`config.mk`:
```
export PLATFORM = sky130hd
export DESIGN_NAME = tmr_clk_prescaler
export DESIGN_NICKNAME = d
export VERILOG_FILES = /design/src/rtl/tmr_presc_pkg.sv /design/src/rtl/tmr_presc_counter.sv /design/src/rtl/tmr_presc_chan_sel.sv /design/src/rtl/tmr_clk_prescaler.sv
export SDC_FILE = /design/constraint.sdc
export NUM_CORES = 1
export LEC_CHECK = 0
export BUFFER_PORTS_ARGS = -buffer_cell sky130_fd_sc_hd__buf_2
export CORE_UTILIZATION = 53
export DETAILED_ROUTE_END_ITERATION = 6
export GPL_ROUTABILITY_DRIVEN = 0
export PLACE_DENSITY_LB_ADDON = 0.12
export SYNTH_ARGS = -nofsm -noshare
export SYNTH_HDL_FRONTEND = slang
export SYNTH_SLANG_ARGS = --single-unit
```
`constraint.sdc`:
```
create_clock -name clk -period 1.9 [get_ports clk]
set_clock_uncertainty 0.1 [all_clocks]
set_input_delay 0.38 -clock clk [delete_from_list [all_inputs] [get_ports clk]]
set_output_delay 0.38 -clock clk [all_outputs]
set_load 0.03 [all_outputs]
```
`src/rtl/tmr_presc_pkg.sv`:
```
package tmr_presc_pkg;

    localparam int SEL_W    = 3;
    localparam int NUM_TAPS = 4;

    // log2 of each tap divisor, finest first
    function automatic int tap_log2(input int idx);
        case (idx)
            0:       return 3;
            1:       return 6;
            2:       return 8;
            default: return 10;
        endcase
    endfunction

    localparam int CNT_W = tap_log2(NUM_TAPS - 1);

    typedef enum logic [SEL_W-1:0] {
        CH_STOP     = 3'd0,
        CH_DIRECT   = 3'd1,
        CH_DIV8     = 3'd2,
        CH_DIV64    = 3'd3,
        CH_DIV256   = 3'd4,
        CH_DIV1024  = 3'd5,
        CH_EXT_FALL = 3'd6,
        CH_EXT_RISE = 3'd7
    } chan_state_e;

    function automatic chan_state_e decode_sel(input logic [SEL_W-1:0] code);
        chan_state_e s;
        case (code)
            3'd0:    s = CH_STOP;
            3'd1:    s = CH_DIRECT;
            3'd2:    s = CH_DIV8;
            3'd3:    s = CH_DIV64;
            3'd4:    s = CH_DIV256;
            3'd5:    s = CH_DIV1024;
            3'd6:    s = CH_EXT_FALL;
            default: s = CH_EXT_RISE;
        endcase
        return s;
    endfunction

endpackage

```
`src/rtl/tmr_presc_counter.sv`:
```
module tmr_presc_counter
    import tmr_presc_pkg::*;
#(
    parameter int CW = CNT_W,
    parameter int NT = NUM_TAPS
) (
    input  logic          clk,
    input  logic          rst_n,
    input  logic          clear,
    output logic [NT-1:0] tap_tick
);

    logic [CW-1:0] cnt_q;

    // free-running count; a clear wins over the increment
    always_ff @(posedge clk or negedge rst_n) begin
        if (!rst_n) begin
            cnt_q <= '0;
        end else if (clear) begin
            cnt_q <= '0;
        end else begin
            cnt_q <= cnt_q + 1'b1;
        end
    end

    // each tap pulses in the cycle where its low bits have just wrapped
    for (genvar g = 0; g < NT; g++) begin : g_tap
        localparam int LW = tap_log2(g);
        logic tick_q;

        always_ff @(posedge clk or negedge rst_n) begin
            if (!rst_n) begin
                tick_q <= 1'b0;
            end else begin
                tick_q <= !clear && (cnt_q[LW-1:0] == {LW{1'b1}});
            end
        end

        assign tap_tick[g] = tick_q;
    end

endmodule

```
`src/rtl/tmr_presc_chan_sel.sv`:
```
module tmr_presc_chan_sel
    import tmr_presc_pkg::*;
#(
    parameter int NT = NUM_TAPS
) (
    input  logic             clk,
    input  logic             rst_n,
    input  logic [SEL_W-1:0] sel,
    input  logic [NT-1:0]    tap_tick,
    input  logic             ext_rise,
    input  logic             ext_fall,
    output logic             count_en
);

    chan_state_e state_q;
    chan_state_e state_d;

    always_comb begin
        state_d = decode_sel(sel);
    end

    // state register
    always_ff @(posedge clk or negedge rst_n) begin
        if (!rst_n) begin
            state_q <= CH_STOP;
        end else begin
            state_q <= state_d;
        end
    end

    // output decode
    always_comb begin
        unique case (state_q)
            CH_STOP:     count_en = 1'b0;
            CH_DIRECT:   count_en = 1'b1;
            CH_DIV8:     count_en = tap_tick[0];
            CH_DIV64:    count_en = tap_tick[1];
            CH_DIV256:   count_en = tap_tick[2];
            CH_DIV1024:  count_en = tap_tick[NT-1];
            CH_EXT_FALL: count_en = ext_fall;
            CH_EXT_RISE: count_en = ext_rise;
        endcase
    end

endmodule

```
`src/rtl/tmr_clk_prescaler.sv`:
```
module tmr_clk_prescaler
    import tmr_presc_pkg::*;
#(
    parameter int NUM_CH = 2
) (
    input  logic                    clk,
    input  logic                    rst_n,
    input  logic                    presc_clear,
    input  logic [NUM_CH*SEL_W-1:0] sel_code,
    input  logic [NUM_CH-1:0]       ext_rise,
    input  logic [NUM_CH-1:0]       ext_fall,
    output logic [NUM_CH-1:0]       count_en
);

    localparam int NT = NUM_TAPS;

    logic [NT-1:0] tap_tick;

    tmr_presc_counter #(
        .CW (CNT_W),
        .NT (NT)
    ) u_counter (
        .clk      (clk),
        .rst_n    (rst_n),
        .clear    (presc_clear),
        .tap_tick (tap_tick)
    );

    for (genvar c = 0; c < NUM_CH; c++) begin : g_chan
        tmr_presc_chan_sel #(
            .NT (NT)
        ) u_sel (
            .clk      (clk),
            .rst_n    (rst_n),
            .sel      (sel_code[c*SEL_W +: SEL_W]),
            .tap_tick (tap_tick),
            .ext_rise (ext_rise[c]),
            .ext_fall (ext_fall[c]),
            .count_en (count_en[c])
        );
    end

endmodule

```
==> results by group <==
Run status
  – Status: finished, violations left
  – Failing checks: setup timing

Power
  – Combinational fraction of design power: 9.2%
  – Overall Power: 751 µW
  – Clock share of power: 31.3%
  – Int Power: 588 µW
  – Reg power frac: 59.5%
  – Pleak: 0.459 nW
  – Pwr/cell area: 740 mW/mm²
  – Switching power: 162 µW
  – VDD IR max: 0.000467 V
  – Switching Fraction: 21.6%

Timing
  – RSZ-0062 raised after global routing: true
  – Crit share post-route: 103%
  – Worst Tran Pin Value: 425 ps
  – Fin. max-slew vios: 0
  – Final setup TNS: -82.9 ps
  – Worst rel slew slack: 71.6%
  – Final Hold Viols: 0
  – Max Freq: 0.511 GHz
  – Setup-failing EPs final: 2
  – Fin crit period: 1960 ps
  – Post-route worst setup slack: -56.0 ps
  – Hold_ws: 88.0 ps

Routing
  – DR vias/cell: 5.55
  – Routed via count: 594
  – Post-Route WL: 1380 µm
  – Drt wl/cell: 12.9 µm
  – DRT Pass-1 Iters: 2
  – Final ANT Viol Nets: 0
  – Remaining DRCs: 0
  – Initial DRC count: 10

Placed design
  – Placed Cells: 100
  – Count of input and output buffers: 14
  – DP HPWL: 969 µm

Synth
  – Simple-Gate Fraction of Synth Area: 15.5%
  – Mux share of post-synthesis cell area: 4.76%
  – Synthesized net count: 95
  – Xor and xnor area share after synthesis: 1.96%
  – Synthesized area per cell: 11.2 µm²
  – Synth warn: 0
  – Adder-cell share of the synthesized area: 2.80%
  – Post-synth cell types: 25
  – Yosys reg bits: 20
  – Post-synthesis compound-gate area fraction: 11.5%
  – Largest family of logic cells by synthesized area: simple AND/OR/NAND/NOR gates
  – Seq/Total Area, Yosys: 55.9%
  – Cells after Synth: 80
  – Post-Synthesis Cell Area: 895 µm²

Critical path
  – Worst Setup End Kind: output pin
  – Cell Chain, Critical Path: mux2_2 -> a221oi_2 -> a21oi_2 -> buf_6
  – Worst path bufs/invs: 1
  – CP arrival: 1480 ps
  – Slowest cell on crit path: dfrtp_1
  – Max FO, Critical Path: 2
  – Slowest stage delay, CP: 370 ps
  – Critical path type: register to output pin
  – CP delay by family, top: flip-flops
  – WP data required: 1420 ps
  – Worst setup SP type: register

Global routing
  – Number of global-route vias before repair: 590
  – Largest net degree at the start of global routing: 21
  – Gr ovfl total: 0
  – Initial antenna violation count: 0
  – Total track usage: 18.0%
  – First-pass GRT wire length: 2450 µm

Cells and area
  – Area growth syn-to-layout: 13.4%
  – Most common cell after layout, fill and taps aside: dfrtp_1
  – Ant diodes: 0
  – Finished Layout Cells: 107
  – Post-layout util: 65.8%
  – Commonest non-fill, non-tap cells in the layout: dfrtp_1, buf_2, a21oi_1
  – Layout cells sized above 1: 29.7%
  – Nets: 107

Clocking
  – Clk buf depth: 2
  – Clock sink count: 20
  – CTS H-tree lvls: 1
  – Clk Latency, worst-skew pair: 290 ps
  – Root Driver: clkbuf_4
  – CTS buffer count: 3
  – CTS tree: yes
  – Clk slew on worst S/H paths: 100 ps

Floorplan
  – I/O pins: 15
  – Core footprint: 0.00154 mm²
  – Die X: 43.1 µm
  – Site Rows: 14
  – Starting Density: 58.0%
  – Die footprint: 0.00186 mm²
  – Die Ht: 43.1 µm

Worst hold path
  – Worst hold path class: input pin to register

Run
  – Max-cap violations: 0
## final cells by class
type,count,area (µm²)
multi-input combinational,48,347
clock buffer,4,36.3
fill,135,527
timing repair buffer,17,104
tap,16,20.0
inverter,2,7.51
sequential,20,500
## cell usage after synthesis
cell	instances	area share (%)
dfrtp_1	20	56
mux2i_1	2	2.2
nand3_1	3	1.7
ha_1	2	2.8
nor2_1	3	1.3
buf_4	2	1.7
nor4_1	2	1.4
o31ai_1	3	2.5
clkbuf_1	6	2.5
or3_1	1	0.70
nand3_2	1	1.1
o21ai_0	2	1.1
or4_1	3	2.5
a22o_1	2	2.0
nor2b_1	5	3.5
a221oi_1	2	2.0
or3_2	1	0.84
mux2_2	2	2.5
xor2_1	2	2.0
buf_6	2	2.5
nor3_1	1	0.56
nand2_1	3	1.3
nand4_1	1	0.70
inv_1	2	0.84
a21oi_1	7	3.9
## kinds of logic (layout without fill, tap and decap cells)
family	count (synthesis)	count (layout)
flip-flops	20	20
AO/OA/AOI/OAI	16	16
buffers and inverters	12	23
AND/OR/NAND/NOR	24	24
multiplexers	4	4
adder cells (fa/ha/maj)	2	2
XOR/XNOR	2	2
## layer usage
metal  global-route usage (%)  vias to the layer above  routed length, µm
met5                        0                        -                  0
li1                         -                      302                  -
met3                     2.55                        4                 39
met2                     31.6                       11                689
met1                     21.0                      277                628
met4                     9.09                        0                 26
## flip-flops by register name, summed over array words and instances (netlist names)
register                count
u_counter.cnt_q            10
u_counter.g_tap.tick_q      4
g_chan.u_sel.state_q        6
## power by group through the flow
| stage | Clock [mW] | Sequential [mW] | Combinational, mW |
|---|---|---|---|
| finish | 0.235 | 0.447 | 0.0691 |
| global route | 0.262 | 0.448 | 0.0783 |
| CTS | 0.245 | 0.447 | 0.0703 |
| detailed placement | 0 | 0.454 | 0.0581 |
| global placement | 0 | 0.454 | 0.0560 |
| floorplan | 0 | 0.453 | 0.0411 |
## path summary, 6_finish.rpt
| check | end | slack [ps] | start | cells past startpoint |
|---|---|---|---|---|
| hold / removal | g_chan[0].u_sel.state_q[2]$_DFF_PN0_ | 90 | sel_code[2] | 1 |
| setup reg to reg | u_counter.cnt_q[8]$_DFF_PN0_ | 340 | u_counter.cnt_q[0]$_DFF_PN0_ | 4 |
| hold reg to reg | u_counter.cnt_q[0]$_DFF_PN0_ | 360 | u_counter.cnt_q[0]$_DFF_PN0_ | 1 |
| max in group asynchronous | g_chan[1].u_sel.state_q[2]$_DFF_PN0_ | 950 | rst_n | 2 |
| setup / recovery | count_en[0] | -60 | g_chan[0].u_sel.state_q[1]$_DFF_PN0_ | 4 |
| min in group asynchronous | u_counter.cnt_q[5]$_DFF_PN0_ | 450 | rst_n | 2 |
## timing repair
action / in CTS / in global routing
gates resized for setup: 7 / 0
pin swaps: 3 / 0
hold endpoints to repair: 20 / 0
hold buffers: 1 / 0
endpoints found under the setup margin: 2 / 2
buffers inserted: 2 / 0
## stage by stage
step                      setup slack (ps)  cell area (µm²)
after CTS                            -68.3             1010
final                                -56.0             1010
after global placement                 183              925
after detailed placement               117              925
after global routing                  -126             1010
after floorplan                        242              895
Power figures use the tool's default switching activity.
